<file path="src/rtl/ecc_log_pkg.sv">
package ecc_log_pkg;
   // word indices of the register map (byte offset / 4)
   localparam int WIX_CTRL  = 0;
   localparam int WIX_THR   = 1;
   localparam int WIX_CNT   = 2;
   localparam int WIX_STAT  = 3;
   localparam int WIX_SADDR = 4;
   localparam int WIX_UADDR = 5;
   localparam int WIX_IEN   = 6;
   // field positions
   localparam int CTRL_LOG_BIT  = 0;
   localparam int CTRL_OPEN_BIT = 8;
   localparam int STAT_SBE_BIT  = 0;
   localparam int STAT_UBE_BIT  = 1;
   localparam int IEN_SBE_BIT   = 0;
endpackage

</file>
<file path="src/rtl/ecc_log_occ_counter.sv">
module ecc_log_occ_counter #(
   parameter int CNT_W = 16
) (
   input  logic             clk,
   input  logic             rst_n,
   input  logic             en,
   input  logic             evt,
   input  logic [CNT_W-1:0] thr,
   output logic [CNT_W-1:0] cnt,
   output logic             hit
);
   logic [CNT_W:0] nxt;

   always_comb begin
      nxt = {1'b0, cnt} + {{CNT_W{1'b0}}, 1'b1};
      // greater-or-equal so a lowered threshold still terminates the run
      hit = en && evt && (nxt >= {1'b0, thr});
   end

   always_ff @(posedge clk) begin
      if (!rst_n)
         cnt <= '0;
      else if (en && evt)
         cnt <= hit ? '0 : nxt[CNT_W-1:0];
   end
endmodule

</file>
<file path="src/rtl/ecc_log_addr_latch.sv">
module ecc_log_addr_latch #(
   parameter int ADDR_W     = 32,
   parameter int CAP_HI     = 17,
   parameter int CAP_LO     = 3,
   parameter bit KEEP_FIRST = 1'b1,
   localparam int CAP_W     = CAP_HI - CAP_LO + 1
) (
   input  logic              clk,
   input  logic              rst_n,
   input  logic              set,
   input  logic              clr,
   input  logic [ADDR_W-1:0] addr,
   output logic              flag,
   output logic [CAP_W-1:0]  cap
);
   logic load;

   generate
      if (KEEP_FIRST) begin : g_first
         assign load = set && (!flag || clr);
      end else begin : g_last
         assign load = set;
      end
   endgenerate

   always_ff @(posedge clk) begin
      if (!rst_n) begin
         flag <= 1'b0;
         cap  <= '0;
      end else begin
         if (set)      flag <= 1'b1;
         else if (clr) flag <= 1'b0;
         if (load)     cap  <= addr[CAP_HI:CAP_LO];
      end
   end
endmodule

</file>
<file path="src/rtl/ecc_err_logger.sv">
module ecc_err_logger
   import ecc_log_pkg::*;
#(
   parameter int ADDR_W = 32,
   parameter int CAP_HI = 17,
   parameter int CAP_LO = 3,
   parameter int CNT_W  = 16,
   parameter int REG_AW = 6
) (
   input  logic              clk,
   input  logic              rst_n,
   input  logic              sbe_pulse,
   input  logic [ADDR_W-1:0] sbe_addr,
   input  logic              ube_pulse,
   input  logic [ADDR_W-1:0] ube_addr,
   input  logic              reg_wr,
   input  logic              reg_rd,
   input  logic [REG_AW-1:0] reg_addr,
   input  logic [31:0]       reg_wdata,
   output logic [31:0]       reg_rdata,
   output logic              sbe_irq,
   output logic              ube_flag,
   output logic              chk_wr_open
);
   localparam int CAP_W  = CAP_HI - CAP_LO + 1;
   localparam int WIX_W  = REG_AW - 2;

   generate
      if (CNT_W < 1 || CNT_W > 32)     begin : g_bad_cnt  $error("CNT_W out of range"); end
      if (CAP_LO > CAP_HI)             begin : g_bad_cap  $error("capture range reversed"); end
      if (CAP_HI >= ADDR_W || CAP_HI > 31) begin : g_bad_hi $error("capture range too wide"); end
      if (REG_AW < 5)                  begin : g_bad_raw  $error("REG_AW too small for map"); end
   endgenerate

   logic [WIX_W-1:0] widx;
   logic             log_en, open_q, ien_q;
   logic [CNT_W-1:0] thr_q, cnt_q;
   logic             thr_nz, sbe_hit;
   logic             sflag, uflag, sclr, uclr;
   logic [CAP_W-1:0] saddr_q, uaddr_q;
   logic [31:0]      rd_mux;

   assign widx   = reg_addr[REG_AW-1:2];
   assign thr_nz = (thr_q != '0);

   // control, threshold and enable registers
   always_ff @(posedge clk) begin
      if (!rst_n) begin
         log_en <= 1'b0;
         open_q <= 1'b0;
         thr_q  <= '0;
         ien_q  <= 1'b0;
      end else if (reg_wr) begin
         if (widx == WIX_W'(WIX_CTRL)) begin
            log_en <= reg_wdata[CTRL_LOG_BIT];
            open_q <= reg_wdata[CTRL_OPEN_BIT];
         end
         if (widx == WIX_W'(WIX_THR)) thr_q <= reg_wdata[CNT_W-1:0];
         if (widx == WIX_W'(WIX_IEN)) ien_q <= reg_wdata[IEN_SBE_BIT];
      end
   end

   assign sclr = reg_wr && (widx == WIX_W'(WIX_STAT)) && reg_wdata[STAT_SBE_BIT];
   assign uclr = reg_wr && (widx == WIX_W'(WIX_STAT)) && reg_wdata[STAT_UBE_BIT];

   ecc_log_occ_counter #(.CNT_W(CNT_W)) u_occ (
      .clk(clk), .rst_n(rst_n),
      .en(log_en && thr_nz), .evt(sbe_pulse), .thr(thr_q),
      .cnt(cnt_q), .hit(sbe_hit)
   );

   ecc_log_addr_latch #(.ADDR_W(ADDR_W), .CAP_HI(CAP_HI), .CAP_LO(CAP_LO), .KEEP_FIRST(1'b1)) u_sbe_lat (
      .clk(clk), .rst_n(rst_n), .set(sbe_hit), .clr(sclr),
      .addr(sbe_addr), .flag(sflag), .cap(saddr_q)
   );

   ecc_log_addr_latch #(.ADDR_W(ADDR_W), .CAP_HI(CAP_HI), .CAP_LO(CAP_LO), .KEEP_FIRST(1'b1)) u_ube_lat (
      .clk(clk), .rst_n(rst_n), .set(log_en && ube_pulse), .clr(uclr),
      .addr(ube_addr), .flag(uflag), .cap(uaddr_q)
   );

   assign sbe_irq     = sflag && ien_q && thr_nz;
   assign ube_flag    = uflag;
   assign chk_wr_open = open_q;

   // read mux, registered for one-cycle latency
   always_comb begin
      rd_mux = '0;
      case (widx)
         WIX_W'(WIX_CTRL): begin
            rd_mux[CTRL_LOG_BIT]  = log_en;
            rd_mux[CTRL_OPEN_BIT] = open_q;
         end
         WIX_W'(WIX_THR):   rd_mux[CNT_W-1:0] = thr_q;
         WIX_W'(WIX_CNT):   rd_mux[CNT_W-1:0] = cnt_q;
         WIX_W'(WIX_STAT): begin
            rd_mux[STAT_SBE_BIT] = sflag;
            rd_mux[STAT_UBE_BIT] = uflag;
         end
         WIX_W'(WIX_SADDR): rd_mux[CAP_HI:CAP_LO] = saddr_q;
         WIX_W'(WIX_UADDR): rd_mux[CAP_HI:CAP_LO] = uaddr_q;
         WIX_W'(WIX_IEN):   rd_mux[IEN_SBE_BIT] = ien_q;
         default:           rd_mux = '0;
      endcase
   end

   always_ff @(posedge clk) begin
      if (!rst_n)      reg_rdata <= '0;
      else if (reg_rd) reg_rdata <= rd_mux;
      else             reg_rdata <= '0;
   end
endmodule

</file>
<file path="config.mk">
export PLATFORM = sky130hd
export DESIGN_NAME = ecc_err_logger
export DESIGN_NICKNAME = d
export VERILOG_FILES = /design/src/rtl/ecc_log_pkg.sv /design/src/rtl/ecc_log_occ_counter.sv /design/src/rtl/ecc_log_addr_latch.sv /design/src/rtl/ecc_err_logger.sv
export SDC_FILE = /design/constraint.sdc
export NUM_CORES = 1
export LEC_CHECK = 0
export BUFFER_PORTS_ARGS = -buffer_cell sky130_fd_sc_hd__buf_2
export CAP_MARGIN = 25
export CORE_ASPECT_RATIO = 1.75
export CORE_MARGIN = 4
export CORE_UTILIZATION = 35
export CTS_CLUSTER_SIZE = 25
export DETAILED_ROUTE_END_ITERATION = 6
export SLEW_MARGIN = 20
export SYNTH_ARGS = -nofsm -noshare
export SYNTH_HDL_FRONTEND = slang
export SYNTH_HIERARCHICAL = 1
export SYNTH_SLANG_ARGS = --single-unit
</file>
<file path="constraint.sdc">
create_clock -name clk -period 2.8 [get_ports clk]
set_input_delay 0.28 -clock clk [delete_from_list [all_inputs] [get_ports clk]]
set_output_delay 0.28 -clock clk [all_outputs]
set_load 0.01 [all_outputs]
</file>
After elaboration in Yosys (flattened, before gate mapping)
Cells that the tools add are included.
{ "word_totals": {"ff_bits": 99, "input_bits": 108, "out_inout_bits": 35, "wordCells": 54} }
{ "op_classes": {"add_sub_neg": 1, "order_cmp": 1, "n_eq_ne": 6, "mux": 12, "n_reduce_logical": 23} }
{ "op_table": {"columns": ["op", "count"], "rows": [
  ["$pmux 7 s4", 1],
  ["$pmux 5 s4", 1],
  ["$add 16x1->17 const B", 1],
  ["$ge 17x16->1", 1],
  ["$mux 16", 1],
  ["$reduce_bool 16->1", 1],
  ["$eq 4x3->1 const B", 3],
  ["$logic_and 1x1->1", 11],
  ["$pmux 1 s5", 2],
  ["$eq 4x2->1 const B", 2],
  ["$reduce_and 2->1", 4],
  ["$eq 4x1->1 const B", 1],
  ["$logic_not 4->1", 1],
  ["$mux 1", 4],
  ["$pmux 2 s2", 1],
  ["$reduce_bool 2->1", 2],
  ["$pmux 1 s3", 1],
  ["$logic_not 1->1", 2],
  ["$logic_or 1x1->1", 2],
  ["$pmux 1 s2", 1]
]} }

Logic depth before layout (Yosys ltp)
{ "depth": {"depth_word": 5, "mapped_depth": 15, "depth_no_buf": 12} }

By module
Netlist, hierarchy kept.
{ "by_module_without_submodules": {"columns": ["mod", "instances", "cells_per_inst", "area_per_inst_um2", "seq_area_each_um2"], "rows": [
  ["ecc_err_logger", 1, 249, 2130.8, 740.7],
  ["ecc_log_occ_counter", 1, 174, 1391.3, 320.3],
  ["ecc_log_addr_latch", 2, 69, 655.6, 320.3]
]} }

Worst setup path after synthesis
Ideal clock, no wire load.
{ "synth_path": {"kind": "reg2reg", "start": "register u_occ.cnt[0]", "end": "register u_sbe_lat.cap[0]", "setup_time_ps": 72, "t_arrival_ps": 2854, "required_time_ps": 2728, "setup_slack_ps": -125, "path_stages_with_launch": 14, "n_path_buf": 2, "period_less_slack_ps": 2925, "path_cell_list": "dfxtp_1 ha_1 nand4_2 nor4b_4 xor2_1 ha_1 nand3_1 nor3_2 o311ai_1 a31oi_1 nor2b_2 buf_6 buf_12 mux2i_1"} }
{ "synth_between": {"elab_chain_len": 4} }
{ "synth_lines": {"columns": ["item", "line", "rtl"], "rows": [
  ["from (decl)", "ecc_log_occ_counter.sv:9", "output logic [CNT_W-1:0] cnt,"],
  ["from (signal assigned)", "ecc_log_occ_counter.sv:24", "cnt <= hit ? '0 : nxt[CNT_W-1:0];"],
  ["$add 16x1->17", "ecc_log_occ_counter.sv:15", "nxt = {1'b0, cnt} + {{CNT_W{1'b0}}, 1'b1};"],
  ["$ge 17x16->1", "ecc_log_occ_counter.sv:17", "hit = en && evt && (nxt >= {1'b0, thr});"],
  ["$logic_and 1x1->1", "ecc_log_occ_counter.sv:17", null],
  ["named net sbe_hit", "ecc_err_logger.sv:38", "logic thr_nz, sbe_hit;"],
  ["$logic_and 1x1->1", "ecc_log_addr_latch.sv:20", "assign load = set && (!flag || clr);"],
  ["to (signal assigned)", "ecc_log_addr_latch.sv:33", "if (load) cap <= addr[CAP_HI:CAP_LO];"],
  ["to (decl)", "ecc_log_addr_latch.sv:14", "output logic [CAP_W-1:0] cap"]
]} }
The timed path passes the listed nets, and every way through them passes these cells.
A chain may end at the register's enable or synchronous reset.

Final worst setup path
{ "layout_path": {"start": "register u_occ.cnt[4]", "end": "register u_occ.cnt[7]"} }
{ "layout_between": {"elab_chain_len": 4} }
{ "layout_lines": {"columns": ["item", "line"], "rows": [
  ["$add 16x1->17 *", "ecc_log_occ_counter.sv:15"],
  ["$ge 17x16->1", "ecc_log_occ_counter.sv:17"],
  ["$logic_and 1x1->1", "ecc_log_occ_counter.sv:17"],
  ["$mux 16 *", "ecc_log_occ_counter.sv:24"]
]} }
Every way passes the cells marked *; elsewhere a longest branch is shown, timed or not.

==> metrics <==
Layout Utilization=0.462; Num CTS Buffers=9; FF/Latch Area=approximately 1700 um2; worst min-delay path class=primary input to flop; Multi-input gate area=between 2000 and 3000 um2; Slew Limit Headroom=0.459; Power, Total=between 2000 and 3000 uW; WL per Instance=approximately 16 um; dominant cell type by area after synthesis=dfxtp_1; height of the chip=163 um; outcome=finished, violations left; first-pass GRT wire length=approximately 22 mm; worst clock skew=approximately 6.9 ps; GPL Wtd Cong=slightly below 0.9; H-Tree Depth=3; critical path startpoint category=flop; reg2reg path depth=15; Max VDD drop=approximately 460 uV; CTS Buffer Depth=2; PwrDens=426 nW/um2; warnings from Yosys=6; die area=around 16000 um2; final std cells w/o fill=approximately 850; GRT Total Usage=0.173; clock transition at the registers of the reported paths=approximately 70 ps; library cell with the highest instance count after synthesis=dfxtp_1; layout cell share with drive strength beyond 1=0.317; Fin. Hold Viols=0; CP Class=flop to flop; vias per cell=just over 5; CTS root buf=clkbuf_16; Clock Sinks=85; area delta synth->final=28.7%; Leakage=roughly 0.0025 uW; Placed Area=~5600 um2; fin crit period=around 2900 ps; CTS Hold Bufs=0; Residual DRC=0; Clock Latency Late Sink=approximately 340 ps; GR Overflow Total=0; pin count of the biggest net entering global routing=roughly 60; Tightest Pin Transition=approximately 810 ps; register area share after synthesis=0.352; CTS tree=yes; cell area after synthesis=about 4800 um2; Worst Hold Depth=3; syn avg cell area=8.62 um2; number of flops mapped to enable cells by yosys=0; Setup violations, final=27; critical path required time=3050 ps; Max Clk Rate=0.344 GHz; DRT Pass-1 Iters=4; Starting Density=0.359; post-placement cell count=roughly 830; number of buffers added on ports=76; DP HPWL=around 11 mm; Ant. Diodes=0; antenna viol nets, final=0; Fillers=between 1000 and 1500; final setup margin=-107 ps; Chip Width=approximately 97 um; Synth Register Bits=85; Distinct cells, synth=between 60 and 70; core area=13500 um2; violations in the final reports=negative setup slack; # rows=56; Routed WL=roughly 14 mm; crit path DAT=between 3000 and 4000 ps; period utilisation layout=1.04; Synth Flop Type=dfxtp_1; initial antenna violation count=0; TNS Setup=-1760 ps; Critical Path End Type=flop; Worst Path Max Fanout=8; Synth async-reset ratio=0; count of pins over their slew limit=0; Synth Instances=around 560; final instance area=6220 um2; fin nets=799; Area contributors post-synth=dfxtp_1 35%, mux2i_1 9.5%, nand2_1 6.1%, ha_1 4.4%, a21oi_1 3.7%; DR iter-0 viols=between 150 and 200; max-capacitance violation count=0; vias in the first global route=approximately 4500; Via Count=~4400; IO Pins=about 140; share of the synthesized area in the top cell type=0.352; unrepaired setup endpoints after global routing=yes; synth cell count leaders=85 x dfxtp_1, 79 x nand2_1, 46 x mux2i_1
worst max-delay path: stages (launching register included):
cell	delay (ps)
dfxtp_4	370
nand2_2	110
nor4_4	400
buf_4	200
nand4b_1	140
nand2_2	120
ha_4	210
nand3_2	90
nor3_2	40
buf_4	150
a22oi_2	230
buf_4	160
nand4_1	150
buf_6	200
o2bb2a_4	190
o31ai_1	50
power by group:
group          total [uW]  internal, uW  switching [uW]
logic                 223          85.3             138
clock network        1210           694             518
registers            1210          1210            5.01
cell usage in the layout, fill, tap and decap left out, types with 19 or more instances in the layout:
cell      Yosys  routed
a21oi_1      36      35
buf_2        12      76
buf_4        15      54
dfxtp_1      85      78
inv_1        19      19
mux2i_1      46      46
nand2_1      79      76
nand3_1      31      25
nand3b_1     19      19
worst paths after layout:
check / startpoint / to / slack, ps
max: u_occ/cnt[4] / u_occ/cnt[7] / -110
min: sbe_addr[3] / u_sbe_lat/cap[0] / 180
max reg2reg: u_occ/cnt[4] / u_occ/cnt[7] / -110
min reg2reg: u_ube_lat/cap[0] / u_ube_lat/cap[0] / 460
cell type report:
class	count	share of cell area
Tap cell	174	0.0350
Clock inverter	6	0.0115
Sequential cell	85	0.277
Multi-Input combinational cell	418	0.478
Clock buffer	9	0.0362
Inverter	20	0.0121
Timing Repair Buffer	140	0.151
timing repair:
action / in CTS / in global routing
gates cloned: 1 / 0
pin swaps: 30 / 16
setup endpoints to repair: 31 / 32
gates resized for setup: 36 / 21
hold endpoints to repair: 0 / 0
setup buffers: 6 / 3
cells by family (layout without fill, tap and decap cells):
family | after synthesis | after routing | synth area share
multiplexers | 47 | 47 | 0.0976
adder cells (fa/ha/maj) | 17 | 17 | 0.0440
other | 1 | 14 | 0.000776
AND/OR/NAND/NOR | 215 | 215 | 0.247
AO/OA/AOI/OAI | 112 | 112 | 0.148
buffers and inverters | 71 | 175 | 0.0875
flip-flops | 85 | 85 | 0.352
XOR/XNOR | 13 | 13 | 0.0236
stage by stage:
stage / hold WS, ps / worst slack [ps]
6_report: 181 / -107
5_1_grt: 183 / -252
4_1_cts: 166 / -148
3_5_place_dp: 449 / -341
3_3_place_gp: 442 / -256
2_1_floorplan: 422 / 4.33
layer usage:
| layer | track usage | wire length, um | share of wire |
|---|---|---|---|
| met5 | 0 | 0 | 0 |
| met1 | 0.173 | 5260 | 0.38 |
| met2 | 0.335 | 7700 | 0.55 |
| met3 | 0.0333 | 525 | 0.038 |
| met4 | 0.0882 | 454 | 0.033 |
state kept, by name, indices dropped and copies added (netlist names):
name	flops
reg_rdata	18
thr_q	16
u_occ/cnt	16
u_sbe_lat/cap	15
u_ube_lat/cap	15
chk_wr_open	1
ien_q	1
log_en	1
u_sbe_lat/flag	1
u_ube_lat/flag	1
No activity file was read; power rests on OpenSTA's default activity.
